==> src/rtl/cfg_dec_pkg.sv <==
package cfg_dec_pkg;
  localparam int unsigned BUS_W  = 8;
  localparam int unsigned DEV_W  = 5;
  localparam int unsigned FN_W   = 3;
  localparam int unsigned REG_W  = 12;
  localparam int unsigned DATA_W = 32;
  localparam int unsigned OFS_W  = BUS_W + DEV_W + FN_W + REG_W;

  typedef struct packed {
    logic [BUS_W-1:0] bus;
    logic [DEV_W-1:0] dev;
    logic [FN_W-1:0]  fn;
    logic [REG_W-1:0] regn;
  } cfg_addr_t;
endpackage

==> src/rtl/cfg_addr_split.sv <==
module cfg_addr_split
  import cfg_dec_pkg::*;
(
  input  logic [OFS_W-1:0] ofs_i,
  output cfg_addr_t        addr_o
);
  // field order of cfg_addr_t matches the offset bit layout
  assign addr_o = ofs_i;
endmodule

==> src/rtl/cfg_admit.sv <==
module cfg_admit
  import cfg_dec_pkg::*;
(
  input  cfg_addr_t        addr_i,
  input  logic [BUS_W-1:0] root_bus_i,
  input  logic [BUS_W-1:0] prim_bus_i,
  input  logic             link_up_i,
  input  logic [BUS_W-1:0] bus_max_i,
  output logic             ok_o
);
  logic devfn_nz, over_lim, link_block, root_block, attach_block;

  always_comb begin
    devfn_nz     = (addr_i.dev != '0) || (addr_i.fn != '0);
    over_lim     = addr_i.bus > bus_max_i;
    link_block   = (addr_i.bus != root_bus_i) && !link_up_i;
    root_block   = (addr_i.bus == root_bus_i) && devfn_nz;
    attach_block = (prim_bus_i == root_bus_i) && devfn_nz;
    ok_o         = !(over_lim || link_block || root_block || attach_block);
  end
endmodule

==> src/rtl/cfg_cpl_tracker.sv <==
module cfg_cpl_tracker #(
  parameter int unsigned TIMEOUT_CYC = 16
) (
  input  logic clk_i,
  input  logic rst_ni,
  input  logic launch_i,
  input  logic cpl_valid_i,
  output logic busy_o,
  output logic take_o,
  output logic expire_o
);
  localparam int unsigned CNT_W = (TIMEOUT_CYC > 1) ? $clog2(TIMEOUT_CYC) : 1;
  localparam logic [CNT_W-1:0] CNT_LAST = CNT_W'(TIMEOUT_CYC - 1);

  logic             busy_q;
  logic [CNT_W-1:0] cnt_q;

  assign take_o   = busy_q && cpl_valid_i;
  // completion in the final cycle wins over expiry
  assign expire_o = busy_q && !cpl_valid_i && (cnt_q == CNT_LAST);
  assign busy_o   = busy_q;

  always_ff @(posedge clk_i or negedge rst_ni) begin
    if (!rst_ni) begin
      busy_q <= 1'b0;
      cnt_q  <= '0;
    end else if (launch_i) begin
      busy_q <= 1'b1;
      cnt_q  <= '0;
    end else if (take_o || expire_o) begin
      busy_q <= 1'b0;
      cnt_q  <= '0;
    end else if (busy_q) begin
      cnt_q  <= cnt_q + 1'b1;
    end
  end
endmodule

==> src/rtl/cfg_win_decoder.sv <==
module cfg_win_decoder
  import cfg_dec_pkg::*;
#(
  parameter int unsigned TIMEOUT_CYC = 16,
  parameter int unsigned INFO_W      = 32,
  parameter int unsigned LIM_LSB     = 16,
  parameter int unsigned LIM_W       = 3
) (
  input  logic              clk_i,
  input  logic              rst_ni,
  input  logic              req_valid_i,
  input  logic              req_write_i,
  input  logic [OFS_W-1:0]  req_offset_i,
  input  logic [DATA_W-1:0] req_wdata_i,
  input  logic [BUS_W-1:0]  root_bus_i,
  input  logic [BUS_W-1:0]  prim_bus_i,
  input  logic              link_up_i,
  input  logic [INFO_W-1:0] bridge_info_i,
  input  logic              cpl_valid_i,
  input  logic [DATA_W-1:0] cpl_data_i,
  output logic              busy_o,
  output logic              fwd_valid_o,
  output logic              fwd_write_o,
  output logic [BUS_W-1:0]  fwd_bus_o,
  output logic [DEV_W-1:0]  fwd_dev_o,
  output logic [FN_W-1:0]   fwd_fn_o,
  output logic [REG_W-1:0]  fwd_reg_o,
  output logic [DATA_W-1:0] fwd_wdata_o,
  output logic              rsp_valid_o,
  output logic [DATA_W-1:0] rsp_data_o,
  output logic              timeout_evt_o,
  output logic [BUS_W-1:0]  bus_max_o
);
  cfg_addr_t        addr;
  logic [LIM_W-1:0] lim_field;
  logic [BUS_W-1:0] bus_max;
  logic             ok, accept, launch, take, expire, refuse;
  logic             unused_info;

  assign lim_field   = bridge_info_i[LIM_LSB +: LIM_W];
  assign unused_info = ^bridge_info_i;

  generate
    if (LIM_W < BUS_W) begin : g_lim_ext
      assign bus_max = {{(BUS_W-LIM_W){1'b0}}, lim_field};
    end else begin : g_lim_trunc
      assign bus_max = lim_field[BUS_W-1:0];
    end
  endgenerate
  assign bus_max_o = bus_max;

  cfg_addr_split u_split (
    .ofs_i  (req_offset_i),
    .addr_o (addr)
  );

  cfg_admit u_admit (
    .addr_i     (addr),
    .root_bus_i (root_bus_i),
    .prim_bus_i (prim_bus_i),
    .link_up_i  (link_up_i),
    .bus_max_i  (bus_max),
    .ok_o       (ok)
  );

  assign accept = req_valid_i && !busy_o;
  assign launch = accept && ok;
  assign refuse = accept && !ok;

  cfg_cpl_tracker #(.TIMEOUT_CYC(TIMEOUT_CYC)) u_trk (
    .clk_i       (clk_i),
    .rst_ni      (rst_ni),
    .launch_i    (launch),
    .cpl_valid_i (cpl_valid_i),
    .busy_o      (busy_o),
    .take_o      (take),
    .expire_o    (expire)
  );

  always_ff @(posedge clk_i or negedge rst_ni) begin
    if (!rst_ni) begin
      fwd_valid_o <= 1'b0;
      fwd_write_o <= 1'b0;
      fwd_bus_o   <= '0;
      fwd_dev_o   <= '0;
      fwd_fn_o    <= '0;
      fwd_reg_o   <= '0;
      fwd_wdata_o <= '0;
    end else begin
      fwd_valid_o <= launch;
      if (launch) begin
        fwd_write_o <= req_write_i;
        fwd_bus_o   <= addr.bus;
        fwd_dev_o   <= addr.dev;
        fwd_fn_o    <= addr.fn;
        fwd_reg_o   <= addr.regn;
        fwd_wdata_o <= req_wdata_i;
      end
    end
  end

  always_ff @(posedge clk_i or negedge rst_ni) begin
    if (!rst_ni) begin
      rsp_valid_o   <= 1'b0;
      rsp_data_o    <= '0;
      timeout_evt_o <= 1'b0;
    end else begin
      rsp_valid_o   <= refuse || take || expire;
      timeout_evt_o <= expire;
      if (take)        rsp_data_o <= cpl_data_i;
      else if (expire) rsp_data_o <= '1;
      else if (refuse) rsp_data_o <= req_write_i ? '0 : '1;
      else             rsp_data_o <= '0;
    end
  end
endmodule

==> config.mk <==
export PLATFORM = sky130hd
export DESIGN_NAME = cfg_win_decoder
export DESIGN_NICKNAME = d
export VERILOG_FILES = /design/src/rtl/cfg_dec_pkg.sv /design/src/rtl/cfg_addr_split.sv /design/src/rtl/cfg_admit.sv /design/src/rtl/cfg_cpl_tracker.sv /design/src/rtl/cfg_win_decoder.sv
export SDC_FILE = /design/constraint.sdc
export NUM_CORES = 1
export LEC_CHECK = 0
export BUFFER_PORTS_ARGS = -buffer_cell sky130_fd_sc_hd__buf_2
export CAP_MARGIN = 5
export CORE_MARGIN = 2
export CORE_UTILIZATION = 46
export DETAILED_ROUTE_END_ITERATION = 7
export HOLD_SLACK_MARGIN = 0.06
export PLACE_DENSITY = 0.85
export SLEW_MARGIN = 20
export SYNTH_ARGS = -nofsm -noshare
export SYNTH_HDL_FRONTEND = slang
export SYNTH_SLANG_ARGS = --single-unit
==> constraint.sdc <==
create_clock -name clk_i -period 2.9 [get_ports clk_i]
set_input_delay 0.58 -clock clk_i [delete_from_list [all_inputs] [get_ports clk_i]]
set_output_delay 0.58 -clock clk_i [all_outputs]
set_load 0.02 [all_outputs]
==> results.toml, run 1 <==
[pwr]
finalPower_uw = 3382
powerDensity_nw_per_um2 = 618.1
cellLeakagePower_uw = 0.003207
ir_worst_vdd_v = 0.0002802

[critical_path]
reg2reg_slack_ps = 1000
critPathLaunchType = "primary input"
crit_family = "simple AND/OR/NAND/NOR gates"
path_buf_inv = 2
criticalPathCategory = "primary input to register"
cp_max_fo = 52
slowest_stage = "mux2_2"
arrival_ps = 2550
cp.required_ps = 3130
max_stage_delay_ps = 390
endpoint_kind = "register"
crit_chain = "buf_2 -> xor2_1 -> nor4_2 -> a21oi_1 -> nor4_4 -> buf_12 -> mux2_2"

[yosys]
postSynthCellCount = 315
synth_top_flop_cell = "dfrtp_1"
synth_edf_count = 0
synth_area_per_cell_um2 = 12.99
ys_types = 35
yosys_warnings = 0
async_reset_ff_share_pct = 100.0
yosysSeqAreaShare_pct = 61.75
ys_ff_latch = 101
syn-cell-area_um2 = 4093

[layout]
layout-drive-gt1-share_pct = 50.75
antenna-diode-count = 0
final_cell_mix = "buf_2 (215), dfrtp_1 (101), a21oi_1 (33)"
final_nets = 675
multi_input_area_um2 = 1426
post-route-util_pct = 63.05
layout.area.seq_um2 = 2527
fill_cells = 684
area_growth_pct = 33.69
final_common_cell = "buf_2"

[clock_network]
clockBufferDepth = 2
cts-htree-levels = 3
ctsHoldBuffers = 0
cts_tree = "yes"
clock_latency_ps = 350
cts-resized-gates = 0
cts-buffers-inserted = 9
postCtsSetupRepairBufs = 0
cts_sinks = 101
clk_pin_slew_ps = 110
clk_root_buffer_cell = "clkbuf_8"

[timing]
worstMarginPinSlew_ps = 584.8
rsz0062_at_grt = "no"
hold_viol = 0
finalSetupViolations = 0
period_minus_slack_ps = 2323
period_share_pct = 80.12
clock_skew_ps = 15.05
finalSetupTns_ps = 0
drv_slew = 0
max_freq_mhz = 430.4
max_slew_margin_pct = 61.01

[floorplan]
num_rows = 34
fp.coreArea_um2 = 8678
start_util_pct = 47.16
dieHeight_um = 98.33
ios = 251
die_area_um2 = 9668
die_x_um = 98.33

[placement]
place.gp.congestion = 0.8962
io_buffers = 216
place_hpwl_um = 7374

[global_route]
grt_usage_pct = 19.89
grt_antenna_before_repair = 0
grt_max_degree = 57
grt_pass1_vias = 3248
grt.overflow.total = 0
grt_pass1_wl_um = 15500

[routing]
vias_per_cell = 4.904
maxUsedRoutingLayer = "met4"
wl_met1_um = 3740
drc_errors = 0
wirelength_um = 9667
drt_iter0_drc = 91
postRouteAntennaNets = 0
wl_met3_um = 735
wl_met2_um = 5041
vias = 3129
first_pass_iters = 4
wire_per_inst_um = 15.15

[flow_run]
drv_cap = 0

[status]
status = "completed"

[worst_hold_path]
hp-class = "primary input to async pin"
==> layer usage <==
layer  vias to the layer above  global-route usage, %
met3                        17                  5.297
met2                       142                  34.90
met4                         0                  6.428
li1                       1488                      -
met5                         -                      0
met1                      1482                  23.86
==> flip-flops by register name, summed over array words and instances, names as in the netlist <==
name           count
fwd_dev_o          5
fwd_reg_o         12
fwd_write_o        1
u_trk.busy_o       1
fwd_wdata_o       32
fwd_valid_o        1
u_trk.cnt_q        4
rsp_valid_o        1
fwd_bus_o          8
rsp_data_o        32
timeout_evt_o      1
fwd_fn_o           3
==> where the power goes <==
| group | internal (uW) | switching, uW |
|---|---|---|
| registers | 1590 | 84.0 |
| logic | 299 | 473 |
| clock network | 438 | 497 |
==> synth_stat cells (3+ instances only) <==
master | instances | area [um2]
nor2b_1 | 5 | 31.28
a21oi_1 | 33 | 165.2
nor4_1 | 8 | 50.05
o21ai_0 | 3 | 15.01
nor4_2 | 3 | 37.54
mux2_2 | 26 | 292.8
inv_1 | 4 | 15.01
buf_6 | 3 | 33.78
xor2_1 | 17 | 148.9
ha_1 | 4 | 50.05
mux2_1 | 30 | 337.8
buf_4 | 9 | 67.56
clkbuf_1 | 12 | 45.04
nand2_1 | 32 | 120.1
dfrtp_1 | 101 | 2527
nor2_1 | 4 | 15.01
buf_2 | 3 | 15.01
==> final cells by class <==
class	instances	share of cell area, %
Clock buffer	10	2.515
Clock inverter	6	1.395
Inverter	4	0.2744
Multi-Input combinational cell	187	26.07
Sequential cell	101	46.19
Tap cell	108	2.470
Timing Repair Buffer	222	21.08
==> worst register-to-register path, stage by stage (launching register included) <==
cell and delay (ps):
dfrtp_1 480, nand2b_1 260, nor4_4 310, buf_12 300, mux2_2 420
==> worst paths after layout <==
kind	endpoint	cells past startpoint	from
worst max-delay path	fwd_wdata_o[27]	7	root_bus_i[7]
worst min-delay path	fwd_reg_o[5]	1	rst_ni
worst max register to register	fwd_wdata_o[27]	4	u_trk.busy_o
worst min register to register	fwd_wdata_o[4]	1	fwd_wdata_o[4]
max in group asynchronous	fwd_reg_o[0]	2	rst_ni
min in group clk_i	fwd_wdata_o[5]	2	req_wdata_i[5]
==> per-stage QoR <==
step | instance area [um2] | hold WS [ps] | cells | worst slack, ps
floorplan | 4108 | 284.4 | 319 | 613.6
global placement | 5258 | 461.1 | 622 | 304.4
detailed placement | 5258 | 469.1 | 622 | 215.1
CTS | 5472 | 218.2 | 638 | 595.1
global route | 5472 | 250.0 | 638 | 514.4
finish | 5472 | 208.2 | 638 | 576.6
==> cell families (layout without fill, tap and decap cells) <==
kind of cell	Yosys count	after routing	synth area share, %
AO/OA/AOI/OAI	43	43	5.656
flip-flops	101	101	61.75
buffers and inverters	31	242	4.310
other	1	5	0.09163
XOR/XNOR	18	18	3.852
AND/OR/NAND/NOR	60	60	7.460
multiplexers	57	57	15.65
adder cells (fa/ha/maj)	4	4	1.223
No activity file was read; power rests on OpenSTA's default activity.
==> inputs of run 2 (changes only) <==
--- a/config.mk
+++ b/config.mk
@@ -8,10 +8,10 @@
 export BUFFER_PORTS_ARGS = -buffer_cell sky130_fd_sc_hd__buf_2
 export CAP_MARGIN = 5
 export CORE_MARGIN = 2
-export CORE_UTILIZATION = 46
+export CORE_UTILIZATION = 39
 export DETAILED_ROUTE_END_ITERATION = 7
 export HOLD_SLACK_MARGIN = 0.06
-export PLACE_DENSITY = 0.85
+export PLACE_DENSITY = 0.77
 export SLEW_MARGIN = 20
 export SYNTH_ARGS = -nofsm -noshare
 export SYNTH_HDL_FRONTEND = slang
==> constraint.sdc (replaced) <==
create_clock -name clk_i -period 2 [get_ports clk_i]
set_input_delay 0.4 -clock clk_i [delete_from_list [all_inputs] [get_ports clk_i]]
set_output_delay 0.4 -clock clk_i [all_outputs]
set_load 0.02 [all_outputs]
==> run 2 against run 1 <==
Net effect:
- global-route usage down 2.7 points
- critical endpoint is now fwd_wdata_o[0]
- combinational power rose by 61%
- worst setup slack worse by 650 ps
- critical path depth rose by 1
- critical path type unchanged
- largest power group unchanged
- the flow now finishes with violations (negative setup slack)
- first-iteration DRC count is 16% higher
==> results.toml, run 2 (same netlist as run 1, synthesis figures left out) <==
[critical_path]
cp.required_ps = 2220
reg2reg_slack_ps = 230
max_stage_delay_ps = 530
rr_startpoint = "u_trk.busy_o"
criticalPathCategory = "primary input to register"
reg2reg_depth = 5
endpoint_kind = "register"
cp_max_fo = 6
crit_family = "simple AND/OR/NAND/NOR gates"
critPathLaunchType = "primary input"
path_buf_inv = 3
crit_top_cell = "buf_6"
crit_chain = "buf_6 -> or4_4 -> nor2_4 -> o21ai_4 -> nor4_4 -> buf_6 -> buf_6 -> mux2_1"
arrival_ps = 2300
slowest_stage = "or4_4"
r2r-end = "fwd_wdata_o[0]"

[clock_network]
cts-htree-levels = 3
clock_latency_ps = 350
clk_pin_slew_ps = 100
clockBufferDepth = 2
cts_tree = "yes"
clk_root_buffer_cell = "clkbuf_8"
cts_sinks = 101
cts-buffers-inserted = 9

[placement]
placed_cells = 661
place.gp.congestion = 0.8562
pre_cts_ws_ps = -410.7
place_hpwl_um = 7397
io_buffers = 216

[layout]
fill_cells = 884
fin_cells = 690
top_regs = "fwd_wdata_o (32), rsp_data_o (32), fwd_reg_o (12)"
antenna-diode-count = 0
final_nets = 699
multi_input_area_um2 = 1609
final_cell_mix = "buf_2 (214), dfrtp_1 (101), mux2_4 (37)"
post-route-util_pct = 58.25
area_growth_pct = 46.29
layout.area.seq_um2 = 2527
layout-drive-gt1-share_pct = 56.14
final_common_cell = "buf_2"

[pwr]
ir_worst_vdd_v = 0.0003505
cellLeakagePower_uw = 0.003399
powerDensity_nw_per_um2 = 836.6
finalPower_uw = 5009

[routing]
vias = 3308
drc_errors = 0
wirelength_um = 11110
drt_iter0_drc = 106
first_pass_iters = 4
postRouteAntennaNets = 0
vias_per_cell = 4.794
wire_per_inst_um = 16.10

[worst_hold_path]
min_to = "rsp_data_o[11]"
min_from = "cpl_data_i[11]"
hp-class = "primary input to register"
hold_path_depth = 3

[status]
violations = "negative setup slack"
status = "finished with violations"

[global_route]
grt_pass1_wl_um = 15500
grt.overflow.total = 0
grt_usage_pct = 17.22
grt_max_degree = 46
grt_pass1_vias = 3233
grt_antenna_before_repair = 0

[timing]
period_minus_slack_ps = 2071
max_freq_mhz = 482.9
rsz0062_at_grt = "yes"
clock_skew_ps = 16.71
finalSetupTns_ps = -1033
post-route-worst-setup-slack_ps = -70.82
hold_viol = 0
finalSetupViolations = 32
period_share_pct = 103.5
drv_slew = 0

[floorplan]
dieHeight_um = 106.4
start_util_pct = 39.82
die_area_um2 = 11330
die_x_um = 106.4
ios = 251
fp.coreArea_um2 = 10280
num_rows = 37

[flow_run]
drv_cap = 0
## run 2: changes by cell type in the layout (fill, tap and decap cells not counted), moves of 3 or more
cell	delta
mux2_4	+37
mux2_2	-23
mux2_1	-14
buf_4	+12
buf_6	+5
buf_12	+3
clkbuf_16	+3
## run 2: power by group
| group | switching [uW] | leakage, uW | total (uW) | internal [uW] |
|---|---|---|---|---|
| logic | 715 | 0.00195 | 1240 | 521 |
| clock network | 685 | 0.000103 | 1340 | 655 |
| registers | 125 | 0.00134 | 2430 | 2310 |
## run 2: worst max path at each step
stage / cells after the start / slack, ps / start / end
after floorplan: 7 / -100 / req_offset_i[24] / fwd_dev_o[4]
after global placement: 7 / -330 / root_bus_i[6] / fwd_reg_o[6]
after detailed placement: 7 / -410 / req_offset_i[21] / fwd_reg_o[0]
after CTS: 8 / 2 / root_bus_i[6] / fwd_wdata_o[18]
after global routing: 10 / -90 / req_offset_i[20] / fwd_wdata_o[0]
final: 8 / -70 / req_offset_i[26] / fwd_wdata_o[0]
## run 2: layer usage
| layer | vias to the layer above | share of wire [%] | GRT usage (%) |
|---|---|---|---|
| met5 | - | 0 | 0 |
| met3 | 10 | 6.2 | 4.231 |
| met4 | 0 | 0.99 | 4.917 |
| met1 | 1627 | 40 | 20.65 |
| li1 | 1532 | - | - |
| met2 | 139 | 52 | 30.72 |
## run 2: cell type report
cell class / count / area share [%]
Inverter: 4 / 0.2508
Multi-Input combinational cell: 187 / 26.88
Clock inverter: 4 / 0.9195
Tap cell: 136 / 2.842
Sequential cell: 101 / 42.22
Timing Repair Buffer: 246 / 24.31
Clock buffer: 12 / 2.591
## run 2: tightest hold or removal path, stage by stage
cell and delay (ps):
buf_2 70, a21oi_1 50, nand2_1 60
## run 2: stage by stage
stage               hold slack (ps)  area, um2
floorplan                     104.4       4111
global placement              348.7       5391
detailed placement            364.8       5391
CTS                           234.3       5657
global route                  228.9       5987
finish                        252.3       5987
## run 2: what timing repair did
action / in CTS / in global routing
setup buffers: 1 / 5
endpoints found under the hold margin: 28 / 0
gates resized for setup: 1 / 55
hold buffers: 1 / 0
cloned: 1 / 5
setup endpoints to repair: 22 / 56
pin swaps: 0 / 4
==> inputs of run 3 (changes only) <==
--- a/config.mk
+++ b/config.mk
@@ -12,6 +12,7 @@
 export DETAILED_ROUTE_END_ITERATION = 7
 export HOLD_SLACK_MARGIN = 0.06
 export PLACE_DENSITY = 0.77
+export REMOVE_ABC_BUFFERS = 1
 export SLEW_MARGIN = 20
 export SYNTH_ARGS = -nofsm -noshare
 export SYNTH_HDL_FRONTEND = slang
==> run 3 against run 2 <==
Net effect:
- the run now ends clean
- global-route usage decreased by 0.52 points
- die area unchanged
- first-iteration DRC count decreased by 11%
==> results.toml, run 3 (same netlist as run 1, synthesis figures left out) <==
[status]
status = "completed"

[timing]
clock_skew_ps = 19.02
max_freq_mhz = 502.5
max_slew_margin_pct = 57.91
period_minus_slack_ps = 1990
worstMarginPinSlew_ps = 631.3
finalSetupTns_ps = 0
hold_viol = 0
finalSetupViolations = 0
period_share_pct = 99.51
drv_slew = 0
rsz0062_at_grt = "yes"

[pwr]
ir_worst_vdd_v = 0.0005185
power_frac_comb_pct = 24.0
power_frac_seq_pct = 50.6
p_switching_uw = 1529
switching_share_pct = 31.84
p_int_uw = 3272
cellLeakagePower_uw = 0.003281
powerDensity_nw_per_um2 = 852.3
clockPowerShare_pct = 25.5
finalPower_uw = 4801

[worst_hold_path]
hp-class = "primary input to register"

[floorplan]
num_rows = 37
die_x_um = 106.4
start_util_pct = 39.82
ios = 251
dieHeight_um = 106.4
die_area_um2 = 11330
fp.coreArea_um2 = 10280

[clock_network]
cts-htree-levels = 3
cts_tree = "yes"
clk_root_buffer_cell = "clkbuf_8"
clock_latency_ps = 360
clk_pin_slew_ps = 110
cts-buffers-inserted = 9
clockBufferDepth = 2
cts_sinks = 101

[critical_path]
endpoint_kind = "register"
arrival_ps = 2220
cp_max_fo = 24
max_stage_delay_ps = 520
cp.required_ps = 2230
crit_chain = "buf_2 -> or4_1 -> nor2_1 -> o21ai_1 -> nor4_4 -> buf_4 -> clkbuf_16 -> mux2_1"
criticalPathCategory = "primary input to register"
critPathLaunchType = "primary input"
slowest_stage = "or4_1"

[layout]
fill_cells = 894
multi_input_area_um2 = 1431
top_regs = "fwd_wdata_o (32), rsp_data_o (32), fwd_reg_o (12)"
layout.area.seq_um2 = 2527
post-route-util_pct = 54.81
final_nets = 690
layout-drive-gt1-share_pct = 52.29
final_common_cell = "buf_2"
final_cell_mix = "buf_2 (215), dfrtp_1 (101), a21oi_1 (32), nand2_1 (32), mux2_1 (30)"
antenna-diode-count = 0
area_growth_pct = 37.63

[routing]
drc_errors = 0
maxUsedRoutingLayer = "met4"
wl_met1_um = 3828
vias = 3169
drt_iter0_drc = 94
wirelength_um = 9553
wire_per_inst_um = 14.03
wl_met3_um = 770
wl_met2_um = 4771
postRouteAntennaNets = 0
first_pass_iters = 4
vias_per_cell = 4.653

[placement]
place.gp.congestion = 0.8134
place_hpwl_um = 7230
io_buffers = 216

[global_route]
grt_antenna_before_repair = 0
grt.overflow.total = 0
grt_max_degree = 54
grt_usage_pct = 16.71
grt_pass1_wl_um = 15190
grt_pass1_vias = 3325

[flow_run]
drv_cap = 0
==> run 3: final timing paths <==
check | from | endpoint | slack, ps | depth (start not counted)
min reg2reg | fwd_wdata_o[12] | fwd_wdata_o[12] | 490 | 1
max | req_offset_i[24] | fwd_wdata_o[0] | 10 | 8
max reg2reg | u_trk.busy_o | fwd_wdata_o[0] | 290 | 5
min | req_wdata_i[18] | fwd_wdata_o[18] | 240 | 2
max in group asynchronous | rst_ni | rsp_data_o[16] | 870 | 3
min in group asynchronous | rst_ni | fwd_bus_o[7] | 470 | 2
==> run 3: what timing repair did <==
item / in CTS / in global routing
endpoints found under the setup margin: 0 / 44
setup buffers: 0 / 2
gates resized for setup: 0 / 4
hold endpoints to repair: 24 / 0
hold buffers: 1 / 0
==> run 3: final cells by class <==
class                   instances  share of cell area [%]
inverters                       4                  0.2665
clock buffers                  10                   2.443
multi-input cells             187                   25.41
repair buffers                237                   23.06
flip-flops and latches        101                   44.87
well taps                     136                   3.021
clock inverters                 6                  0.9329
==> run 3: critical path, delay by kind of cell <==
family          cells  cell delay, ps
compound gates      1             140
buf+inv             3             470
simple gates        3             840
mux                 1             350
==> run 3: per-stage QoR <==
step / hold WS, ps / setup slack [ps] / cells / instance area [um2]
6_report: 243.2 / 9.825 / 681 / 5633
4_1_cts: 225.5 / 34.29 / 678 / 5588
2_1_floorplan: 104.4 / -3272 / 292 / 3946
5_1_grt: 220.8 / -67.34 / 681 / 5633
3_3_place_gp: 319.0 / -308.0 / 661 / 5388
3_5_place_dp: 333.0 / -357.3 / 661 / 5388
==> run 3: power by group through the flow <==
stage	combinational (uW)	clock [uW]	sequential, uW
after global routing	1260	1360	2460
final	1150	1220	2430
after CTS	1170	1280	2430
after floorplan	314	0	2770
after global placement	1130	0	2450
after detailed placement	1160	0	2470
==> run 3: routing by layer <==
metal / vias up / track usage, %
met1: 1504 / 18.65
met2: 132 / 29.95
met4: 0 / 6.030
met5: - / 0
met3: 19 / 5.212
li1: 1514 / -
